--- src/rtl/xtc_pkg.sv ---
package xtc_pkg;

    // bit 0: entry carries an identifier tag, bit 1: entry carries a root tag
    typedef enum logic [1:0] {
        KIND_NONE = 2'b00,
        KIND_ID   = 2'b01,
        KIND_ROOT = 2'b10,
        KIND_DUAL = 2'b11
    } tag_kind_e;

    localparam int RIGHTS_W = 3;

    // nested entry usable: not all-zero, and not writable without readable
    function automatic logic nested_usable(input logic [RIGHTS_W-1:0] rwx);
        return (rwx != '0) && !(rwx[1] && !rwx[0]);
    endfunction

endpackage

--- src/rtl/xtc_fill_filter.sv ---
module xtc_fill_filter
    import xtc_pkg::*;
#(
    parameter int MT_W = 3
) (
    input  logic                nest_en,
    input  logic                fill_req,
    input  logic                root_only,
    input  logic                gst_present,
    input  logic                gst_rsvd,
    input  logic [RIGHTS_W-1:0] gst_perm,
    input  logic [MT_W-1:0]     gst_mtype,
    input  logic [RIGHTS_W-1:0] nst_rwx,
    input  logic [MT_W-1:0]     nst_mtype,
    output logic                accept,
    output tag_kind_e           kind,
    output logic [RIGHTS_W-1:0] perm,
    output logic [MT_W-1:0]     mtype
);
    logic guest_ok;
    logic nest_ok;
    logic rule_ok;

    always_comb begin
        guest_ok = gst_present && !gst_rsvd;
        nest_ok  = nested_usable(nst_rwx);
        if (!nest_en) begin
            kind    = KIND_ID;
            rule_ok = guest_ok;
            perm    = gst_perm;
            mtype   = gst_mtype;
        end else if (root_only) begin
            kind    = KIND_ROOT;
            rule_ok = nest_ok;
            perm    = nst_rwx;
            mtype   = nst_mtype;
        end else begin
            kind    = KIND_DUAL;
            rule_ok = guest_ok && nest_ok;
            perm    = gst_perm & nst_rwx;
            mtype   = (gst_mtype == '0) ? '0 : nst_mtype;
        end
        accept = fill_req && rule_ok;
    end
endmodule

--- src/rtl/xtc_victim_ptr.sv ---
module xtc_victim_ptr #(
    parameter int ENTRIES = 16,
    localparam int IDX_W = (ENTRIES > 1) ? $clog2(ENTRIES) : 1
) (
    input  logic             clk,
    input  logic             rst_n,
    input  logic             step,
    output logic [IDX_W-1:0] ptr
);
    localparam logic [IDX_W-1:0] LAST = IDX_W'(ENTRIES - 1);

    always_ff @(posedge clk or negedge rst_n) begin
        if (!rst_n)      ptr <= '0;
        else if (step)   ptr <= (ptr == LAST) ? '0 : ptr + 1'b1;
    end

    p_ptr_step_r13: assert property (@(posedge clk) disable iff (!rst_n)
        step |=> ptr == (($past(ptr) == LAST) ? '0 : $past(ptr) + 1'b1));
endmodule

--- src/rtl/xtc_entry_store.sv ---
module xtc_entry_store
    import xtc_pkg::*;
#(
    parameter int ENTRIES = 16,
    parameter int LPN_W   = 20,
    parameter int PFN_W   = 24,
    parameter int ID_W    = 12,
    parameter int ROOT_W  = 20,
    parameter int MT_W    = 3,
    localparam int IDX_W  = (ENTRIES > 1) ? $clog2(ENTRIES) : 1
) (
    input  logic                clk,
    input  logic                rst_n,
    // write side
    input  logic                wr_en,
    input  logic [IDX_W-1:0]    victim,
    input  tag_kind_e           wr_kind,
    input  logic [LPN_W-1:0]    wr_lpn,
    input  logic [PFN_W-1:0]    wr_pfn,
    input  logic [ID_W-1:0]     wr_id,
    input  logic [ROOT_W-1:0]   wr_root,
    input  logic [RIGHTS_W-1:0] wr_perm,
    input  logic [MT_W-1:0]     wr_mtype,
    output logic                inplace,
    output logic [IDX_W-1:0]    wr_idx,
    // invalidation
    input  logic                inv_id_req,
    input  logic [ID_W-1:0]     inv_id,
    input  logic                inv_root_req,
    input  logic [ROOT_W-1:0]   inv_root,
    input  logic                inv_all,
    // lookup
    input  tag_kind_e           lk_kind,
    input  logic [LPN_W-1:0]    lk_lpn,
    input  logic [ID_W-1:0]     lk_id,
    input  logic [ROOT_W-1:0]   lk_root,
    output logic                lk_hit,
    output logic [PFN_W-1:0]    lk_pfn,
    output logic [RIGHTS_W-1:0] lk_perm,
    output logic [MT_W-1:0]     lk_mtype,
    output logic [ENTRIES-1:0]  valid_vec
);
    tag_kind_e           kind_q  [ENTRIES];
    logic [LPN_W-1:0]    lpn_q   [ENTRIES];
    logic [PFN_W-1:0]    pfn_q   [ENTRIES];
    logic [ID_W-1:0]     id_q    [ENTRIES];
    logic [ROOT_W-1:0]   root_q  [ENTRIES];
    logic [RIGHTS_W-1:0] perm_q  [ENTRIES];
    logic [MT_W-1:0]     mtype_q [ENTRIES];

    logic [ENTRIES-1:0] fill_match;
    logic [ENTRIES-1:0] look_match;
    logic [ENTRIES-1:0] clear_vec;

    for (genvar g = 0; g < ENTRIES; g++) begin : g_slot
        always_comb begin
            fill_match[g] = valid_vec[g] && (kind_q[g] == wr_kind)
                         && (lpn_q[g] == wr_lpn)
                         && (!wr_kind[0] || (id_q[g] == wr_id))
                         && (!wr_kind[1] || (root_q[g] == wr_root));
            look_match[g] = valid_vec[g] && (kind_q[g] == lk_kind)
                         && (lpn_q[g] == lk_lpn)
                         && (!lk_kind[0] || (id_q[g] == lk_id))
                         && (!lk_kind[1] || (root_q[g] == lk_root));
            clear_vec[g]  = inv_all
                         || (inv_id_req && kind_q[g][0] && (id_q[g] == inv_id))
                         || (inv_root_req && kind_q[g][1] && (root_q[g] == inv_root));
        end

        always_ff @(posedge clk or negedge rst_n) begin
            if (!rst_n)                                 valid_vec[g] <= 1'b0;
            else if (wr_en && (wr_idx == IDX_W'(g)))    valid_vec[g] <= 1'b1;
            else if (clear_vec[g])                      valid_vec[g] <= 1'b0;
        end

        always_ff @(posedge clk) begin
            if (wr_en && (wr_idx == IDX_W'(g))) begin
                kind_q[g]  <= wr_kind;
                lpn_q[g]   <= wr_lpn;
                pfn_q[g]   <= wr_pfn;
                id_q[g]    <= wr_id;
                root_q[g]  <= wr_root;
                perm_q[g]  <= wr_perm;
                mtype_q[g] <= wr_mtype;
            end
        end
    end

    // slot selection: in-place match wins over the round-robin victim
    always_comb begin
        inplace = |fill_match;
        wr_idx  = victim;
        for (int i = 0; i < ENTRIES; i++) begin
            if (fill_match[i]) wr_idx = IDX_W'(i);
        end
    end

    // lookup result: OR over a one-hot match vector
    always_comb begin
        lk_hit   = |look_match;
        lk_pfn   = '0;
        lk_perm  = '0;
        lk_mtype = '0;
        for (int i = 0; i < ENTRIES; i++) begin
            if (look_match[i]) begin
                lk_pfn   = lk_pfn   | pfn_q[i];
                lk_perm  = lk_perm  | perm_q[i];
                lk_mtype = lk_mtype | mtype_q[i];
            end
        end
    end

    p_single_hit_r8: assert property (@(posedge clk) disable iff (!rst_n)
        $onehot0(look_match));

    p_single_fill_match_r12: assert property (@(posedge clk) disable iff (!rst_n)
        $onehot0(fill_match));

    p_flush_all_r11: assert property (@(posedge clk) disable iff (!rst_n)
        (inv_all && !wr_en) |=> (valid_vec == '0));
endmodule

--- src/rtl/xlat_tag_cache.sv ---
module xlat_tag_cache
    import xtc_pkg::*;
#(
    parameter int ENTRIES = 16,
    parameter int LPN_W   = 20,
    parameter int PFN_W   = 24,
    parameter int ID_W    = 12,
    parameter int ROOT_W  = 20,
    parameter int MT_W    = 3
) (
    input  logic              clk,
    input  logic              rst_n,
    input  logic              nest_en,
    input  logic [ID_W-1:0]   cur_id,
    input  logic [ROOT_W-1:0] cur_root,
    input  logic              fill_req,
    input  logic              fill_root_only,
    input  logic [LPN_W-1:0]  fill_lpn,
    input  logic [PFN_W-1:0]  fill_pfn,
    input  logic              gst_present,
    input  logic              gst_rsvd,
    input  logic [2:0]        gst_perm,
    input  logic [MT_W-1:0]   gst_mtype,
    input  logic [2:0]        nst_rwx,
    input  logic [MT_W-1:0]   nst_mtype,
    output logic              fill_acc,
    input  logic [LPN_W-1:0]  lk_lpn,
    input  logic              lk_gphys,
    output logic              lk_hit,
    output logic [PFN_W-1:0]  lk_pfn,
    output logic [2:0]        lk_perm,
    output logic [MT_W-1:0]   lk_mtype,
    input  logic              inv_id_req,
    input  logic [ID_W-1:0]   inv_id,
    input  logic              inv_root_req,
    input  logic [ROOT_W-1:0] inv_root,
    input  logic              inv_all
);
    localparam int IDX_W = (ENTRIES > 1) ? $clog2(ENTRIES) : 1;

    tag_kind_e           fill_kind;
    tag_kind_e           lk_kind;
    logic [RIGHTS_W-1:0] fill_perm;
    logic [MT_W-1:0]     fill_mt;
    logic                inplace;
    logic [IDX_W-1:0]    victim;
    logic [IDX_W-1:0]    wr_idx;
    logic [ENTRIES-1:0]  valid_vec;

    always_comb begin
        if (!nest_en)      lk_kind = KIND_ID;
        else if (lk_gphys) lk_kind = KIND_ROOT;
        else               lk_kind = KIND_DUAL;
    end

    xtc_fill_filter #(.MT_W(MT_W)) u_filter (
        .nest_en    (nest_en),
        .fill_req   (fill_req),
        .root_only  (fill_root_only),
        .gst_present(gst_present),
        .gst_rsvd   (gst_rsvd),
        .gst_perm   (gst_perm),
        .gst_mtype  (gst_mtype),
        .nst_rwx    (nst_rwx),
        .nst_mtype  (nst_mtype),
        .accept     (fill_acc),
        .kind       (fill_kind),
        .perm       (fill_perm),
        .mtype      (fill_mt)
    );

    xtc_victim_ptr #(.ENTRIES(ENTRIES)) u_victim (
        .clk  (clk),
        .rst_n(rst_n),
        .step (fill_acc && !inplace),
        .ptr  (victim)
    );

    xtc_entry_store #(
        .ENTRIES(ENTRIES), .LPN_W(LPN_W), .PFN_W(PFN_W),
        .ID_W(ID_W), .ROOT_W(ROOT_W), .MT_W(MT_W)
    ) u_store (
        .clk         (clk),
        .rst_n       (rst_n),
        .wr_en       (fill_acc),
        .victim      (victim),
        .wr_kind     (fill_kind),
        .wr_lpn      (fill_lpn),
        .wr_pfn      (fill_pfn),
        .wr_id       (cur_id),
        .wr_root     (cur_root),
        .wr_perm     (fill_perm),
        .wr_mtype    (fill_mt),
        .inplace     (inplace),
        .wr_idx      (wr_idx),
        .inv_id_req  (inv_id_req),
        .inv_id      (inv_id),
        .inv_root_req(inv_root_req),
        .inv_root    (inv_root),
        .inv_all     (inv_all),
        .lk_kind     (lk_kind),
        .lk_lpn      (lk_lpn),
        .lk_id       (cur_id),
        .lk_root     (cur_root),
        .lk_hit      (lk_hit),
        .lk_pfn      (lk_pfn),
        .lk_perm     (lk_perm),
        .lk_mtype    (lk_mtype),
        .valid_vec   (valid_vec)
    );

    p_reject_keeps_r3: assert property (@(posedge clk) disable iff (!rst_n)
        (fill_req && !fill_acc && !inv_id_req && !inv_root_req && !inv_all)
        |=> $stable(valid_vec));

    p_off_kind_r4: assert property (@(posedge clk) disable iff (!rst_n)
        (fill_acc && !nest_en) |-> (fill_kind == KIND_ID));

    p_inplace_hold_r12: assert property (@(posedge clk) disable iff (!rst_n)
        (fill_acc && inplace) |=> $stable(victim));

    p_fill_lands_r14: assert property (@(posedge clk) disable iff (!rst_n)
        fill_acc |=> valid_vec[$past(wr_idx)]);
endmodule

--- config.mk ---
export PLATFORM = sky130hd
export DESIGN_NAME = xlat_tag_cache
export DESIGN_NICKNAME = d
export VERILOG_FILES = /design/src/rtl/xtc_pkg.sv /design/src/rtl/xtc_fill_filter.sv /design/src/rtl/xtc_victim_ptr.sv /design/src/rtl/xtc_entry_store.sv /design/src/rtl/xlat_tag_cache.sv
export SDC_FILE = /design/constraint.sdc
export NUM_CORES = 2
export LEC_CHECK = 0
export ABC_AREA = 1
export BUFFER_PORTS_ARGS = -buffer_cell sky130_fd_sc_hd__buf_2
export CAP_MARGIN = 15
export CORE_UTILIZATION = 35
export CTS_CLUSTER_DIAMETER = 150
export CTS_CLUSTER_SIZE = 25
export DETAILED_ROUTE_END_ITERATION = 12
export GPL_TIMING_DRIVEN = 1
export PLACE_DENSITY_LB_ADDON = 0.08
export RECOVER_POWER = 100
export SLEW_MARGIN = 15
export SYNTH_ARGS = -nofsm -noshare
export SYNTH_HDL_FRONTEND = slang
export SYNTH_SLANG_ARGS = --single-unit
--- constraint.sdc ---
create_clock -name clk -period 7.3 [get_ports clk]
set_clock_uncertainty 0.05 [all_clocks]
set_input_delay 1.46 -clock clk [delete_from_list [all_inputs] [get_ports clk]]
set_output_delay 1.46 -clock clk [all_outputs]
set_load 0.005 [all_outputs]
==> impl_metrics.yaml <==
final_layout:
  drive_above_1_share_pct: 8.414
  num-fill-cells: 19760
  utilization_pct: 39.04
  num-nets-final: 7335
  syn2layout_area_growth_pct: 10.36
timing:
  slew_headroom_pct: -132.3
  final_hold_viol_count: 0
  period_needed_ns: 7.131
  maxSlewViolCount: 408
  rsz0062_at_grt: "false"
  setup_viol: 0
  fin_hold_ws_ns: 0.5831
  fin_tns_setup_ns: 0
  tightest_slew_ns: 3.485
  fin_crit_sh_pct: 97.69
  max_freq_mhz: 140.2
power:
  p_sw_w: 0.004567
  switching_share_pct: 29.35
  power_frac_seq_pct: 58.2
  power_density_nw_per_um2: 198.8
  p_leak_nw: 27.60
  p_comb_share_pct: 14.4
  internal-power_w: 0.01099
  ir_drop_uv: 216.7
  power_w: 0.01556
  power.share.clock_pct: 27.4
worst_setup_path:
  critPathKind: "input pin to flip-flop"
  slowest_delay_ns: 2.43
  critical_path_depth: 21
  cp.buffers_inverters: 4
  cpLargestDelayFamily: "buffers and inverters"
  worstPathCellList: "buf_2 -> clkbuf_1 -> nor2_1 -> nor3_1 -> o2111ai_1 -> nor4_1 -> nand2_1 -> nor2_1 -> nand3_1 -> nand2_1 -> nand2_1 -> nand2_1 -> nand2_1 -> nand2_1 -> nand2_2 -> nand2_2 -> nand2_4 -> nand2_2 -> nand3_1 -> inv_4 -> buf_12"
  endpoint_kind: "flip-flop"
  reg2reg_depth: 16
  worst_path_most_repeated_cell: "nand2_1"
  crit_path_top_delay_cell: "clkbuf_1"
  arrival_ns: 7.57
  crit_fanout: 34
  start_kind: "input pin"
  cp.required_ns: 7.74
routing:
  drt_pass1_iterations: 8
  drc_errors: 0
  wl_per_cell_um: 35.06
  via_per_inst: 6.079
  postRouteAntennaNets: 0
  routed_wl_um: 346100
  drtIter0Drc: 7833
  vias: 60010
synthesis:
  async_flop_share_pct: 1.466
  ys_seq_elements: 1364
  yosysTopAreaCellShare_pct: 56.90
  synth_area_um2: 70920
  syn_avg_cell_area_um2: 10.16
  synth.most_common_cell: "edfxtp_1"
  synth_area_leader_cell: "edfxtp_1"
  synth_commonest_cells: "edfxtp_1 (1344), nand2_1 (1203), nand3_1 (642), inv_1 (586), nor2_1 (474)"
  synth_warnings: 0
  synth-main-ff-cell: "edfxtp_1"
  syn-num-nets: 7134
  synth.area.top_cells: "edfxtp_1 (57%), nand2_1 (6.4%), xor2_1 (4.8%), nand3_1 (4.5%), nand4_1 (3.3%)"
  synth_cell_types: 65
  synthCells: 6982
  yosysSeqAreaShare_pct: 57.61
  synth_edf_count: 1344
global_route:
  antenna_found_initial: 21
  grt_max_degree: 52
  globalRouteOverflowTotal: 0
  grt_pass1_wl_um: 471500
  grt_usage_pct: 33.01
  grt_pass1_vias: 56890
cts:
  cts_resized: 0
  clockBufferDepth: 3
  tritoncts: "done"
  numClockSinks: 1364
  postCtsSetupRepairBufs: 0
  clk_latency_ns: 0.82
  cts_hold_buf: 0
  htree_num_levels: 2
  cts_inserted_buffers: 60
  root_buffer: "clkbuf_16"
  clk_pin_slew_ns: 0.11
floorplan:
  rows: 164
  start_util_pct: 35.38
  die_y_um: 452.2
  dieArea_um2: 204400
  die_x_um: 452.2
  ioPinCount: 183
  core_area_um2: 200500
place:
  port_buffers: 182
  hpwl_um: 233600
  place.gp.congestion: 0.9955
run_status:
  failed_checks: "capacitance limit, slew limit"
  status: "finished, violations left"
hold_path:
  worstHoldPathCells: 3
  holdCritPathClass: "flip-flop to flip-flop"
run:
  max-cap-violations: 19
-- power groups by stage --
stage | combinational (W) | sequential (W) | clock, W
4_1_cts | 0.00222 | 0.00905 | 0.00434
6_report | 0.00224 | 0.00906 | 0.00426
3_3_place_gp | 0.00222 | 0.00923 | 0
2_1_floorplan | 0.00109 | 0.00918 | 0
3_5_place_dp | 0.00222 | 0.00922 | 0
5_1_grt | 0.00233 | 0.00907 | 0.00455
-- through the flow --
step	cell area (µm²)	setup WS, ns	cells
after floorplan	70930	-0.03935	6982
after detailed placement	76950	0.7932	9777
final	78270	0.1688	9872
after global placement	76950	0.7633	9777
after global routing	78260	0.3216	9870
after CTS	78670	0.7754	9870
-- logic make-up (layout without fill, tap and decap cells) --
group | after synthesis | after routing | share of synthesized area, %
simple gates | 3192 | 3192 | 21.11
flops | 1364 | 1364 | 57.61
buf+inv | 999 | 1231 | 5.991
compound gates | 790 | 790 | 7.413
xor+xnor | 636 | 636 | 7.854
fa+ha+maj | 1 | 1 | 0.01764
other cells | 0 | 2 | 0
-- worst paths after layout --
| check | to | slack [ns] | start |
|---|---|---|---|
| min in group asynchronous | u_victim.ptr[2] | 1.05 | rst_n |
| max | u_store.pfn_q[0][73] | 0.17 | fill_lpn[5] |
| min | u_victim.ptr[1] | 0.58 | u_victim.ptr[1] |
| max reg2reg | u_store.id_q[1][7] | 2.67 | u_store.kind_q[0][11] |
| max in group asynchronous | u_store.valid_vec[4] | 5.16 | rst_n |
| min reg2reg | u_victim.ptr[1] | 0.58 | u_victim.ptr[1] |
-- registers in the layout, summed over array words and instances, names as in the netlist --
name / flops
u_store.lpn_q: 320
u_store.mtype_q: 48
u_store.id_q: 192
u_store.kind_q: 32
u_victim.ptr: 4
u_store.pfn_q: 384
u_store.perm_q: 48
u_store.root_q: 320
u_store.valid_vec: 16
-- worst reg2reg max path, stage by stage, from the launching register on --
cell and delay (ns):
edfxtp_1 0.50, xnor2_1 0.83, nand3_1 0.22, nor3_1 0.19, nand3_1 0.11, nor3_1 0.14, buf_4 0.18, nand3_1 0.10
nand2_1 0.16, o21bai_1 0.15, nand3_1 0.19, nand2_1 0.12, nand2_2 0.07, a21oi_4 0.22, nand3_4 0.22, nor2_4 0.17
clkbuf_4 0.60
-- layer usage --
layer	vias up	wire, µm	GRT usage [%]
met5	-	69	0
met4	12	18500	14.59
met3	721	28740	4.953
met2	3473	151700	50.71
met1	30380	147100	46.04
li1	25430	-	-
-- area by class of cell --
class	instances	area, µm²	area share [%]
antenna	2	5.005	0.006394
clock buffer	88	1617	2.065
clock inverter	5	102.6	0.1311
inverter	636	2411	3.081
multi-input combinational	4619	26090	33.33
sequential	1364	40860	52.20
tap	2656	3323	4.246
timing repair buffer	502	3865	4.938
-- cells in the final DEF, fill, tap and decap left out, types with 60 or more instances in the layout --
cell type,synthesis,layout
buf_4,51,188
clkbuf_16,0,60
or2_2,71,71
clkbuf_1,143,164
edfxtp_1,1344,1344
nor2_1,474,469
nor4_1,205,205
o21ai_0,169,170
xnor2_1,244,244
buf_2,125,105
xor2_1,392,392
buf_12,0,70
nand2_1,1203,1196
inv_1,586,578
nand3_1,642,644
o2111ai_1,70,70
o22ai_1,302,302
nand4_1,379,379
nor3_1,119,120
Note: power is estimated with default switching activity, not from simulation.
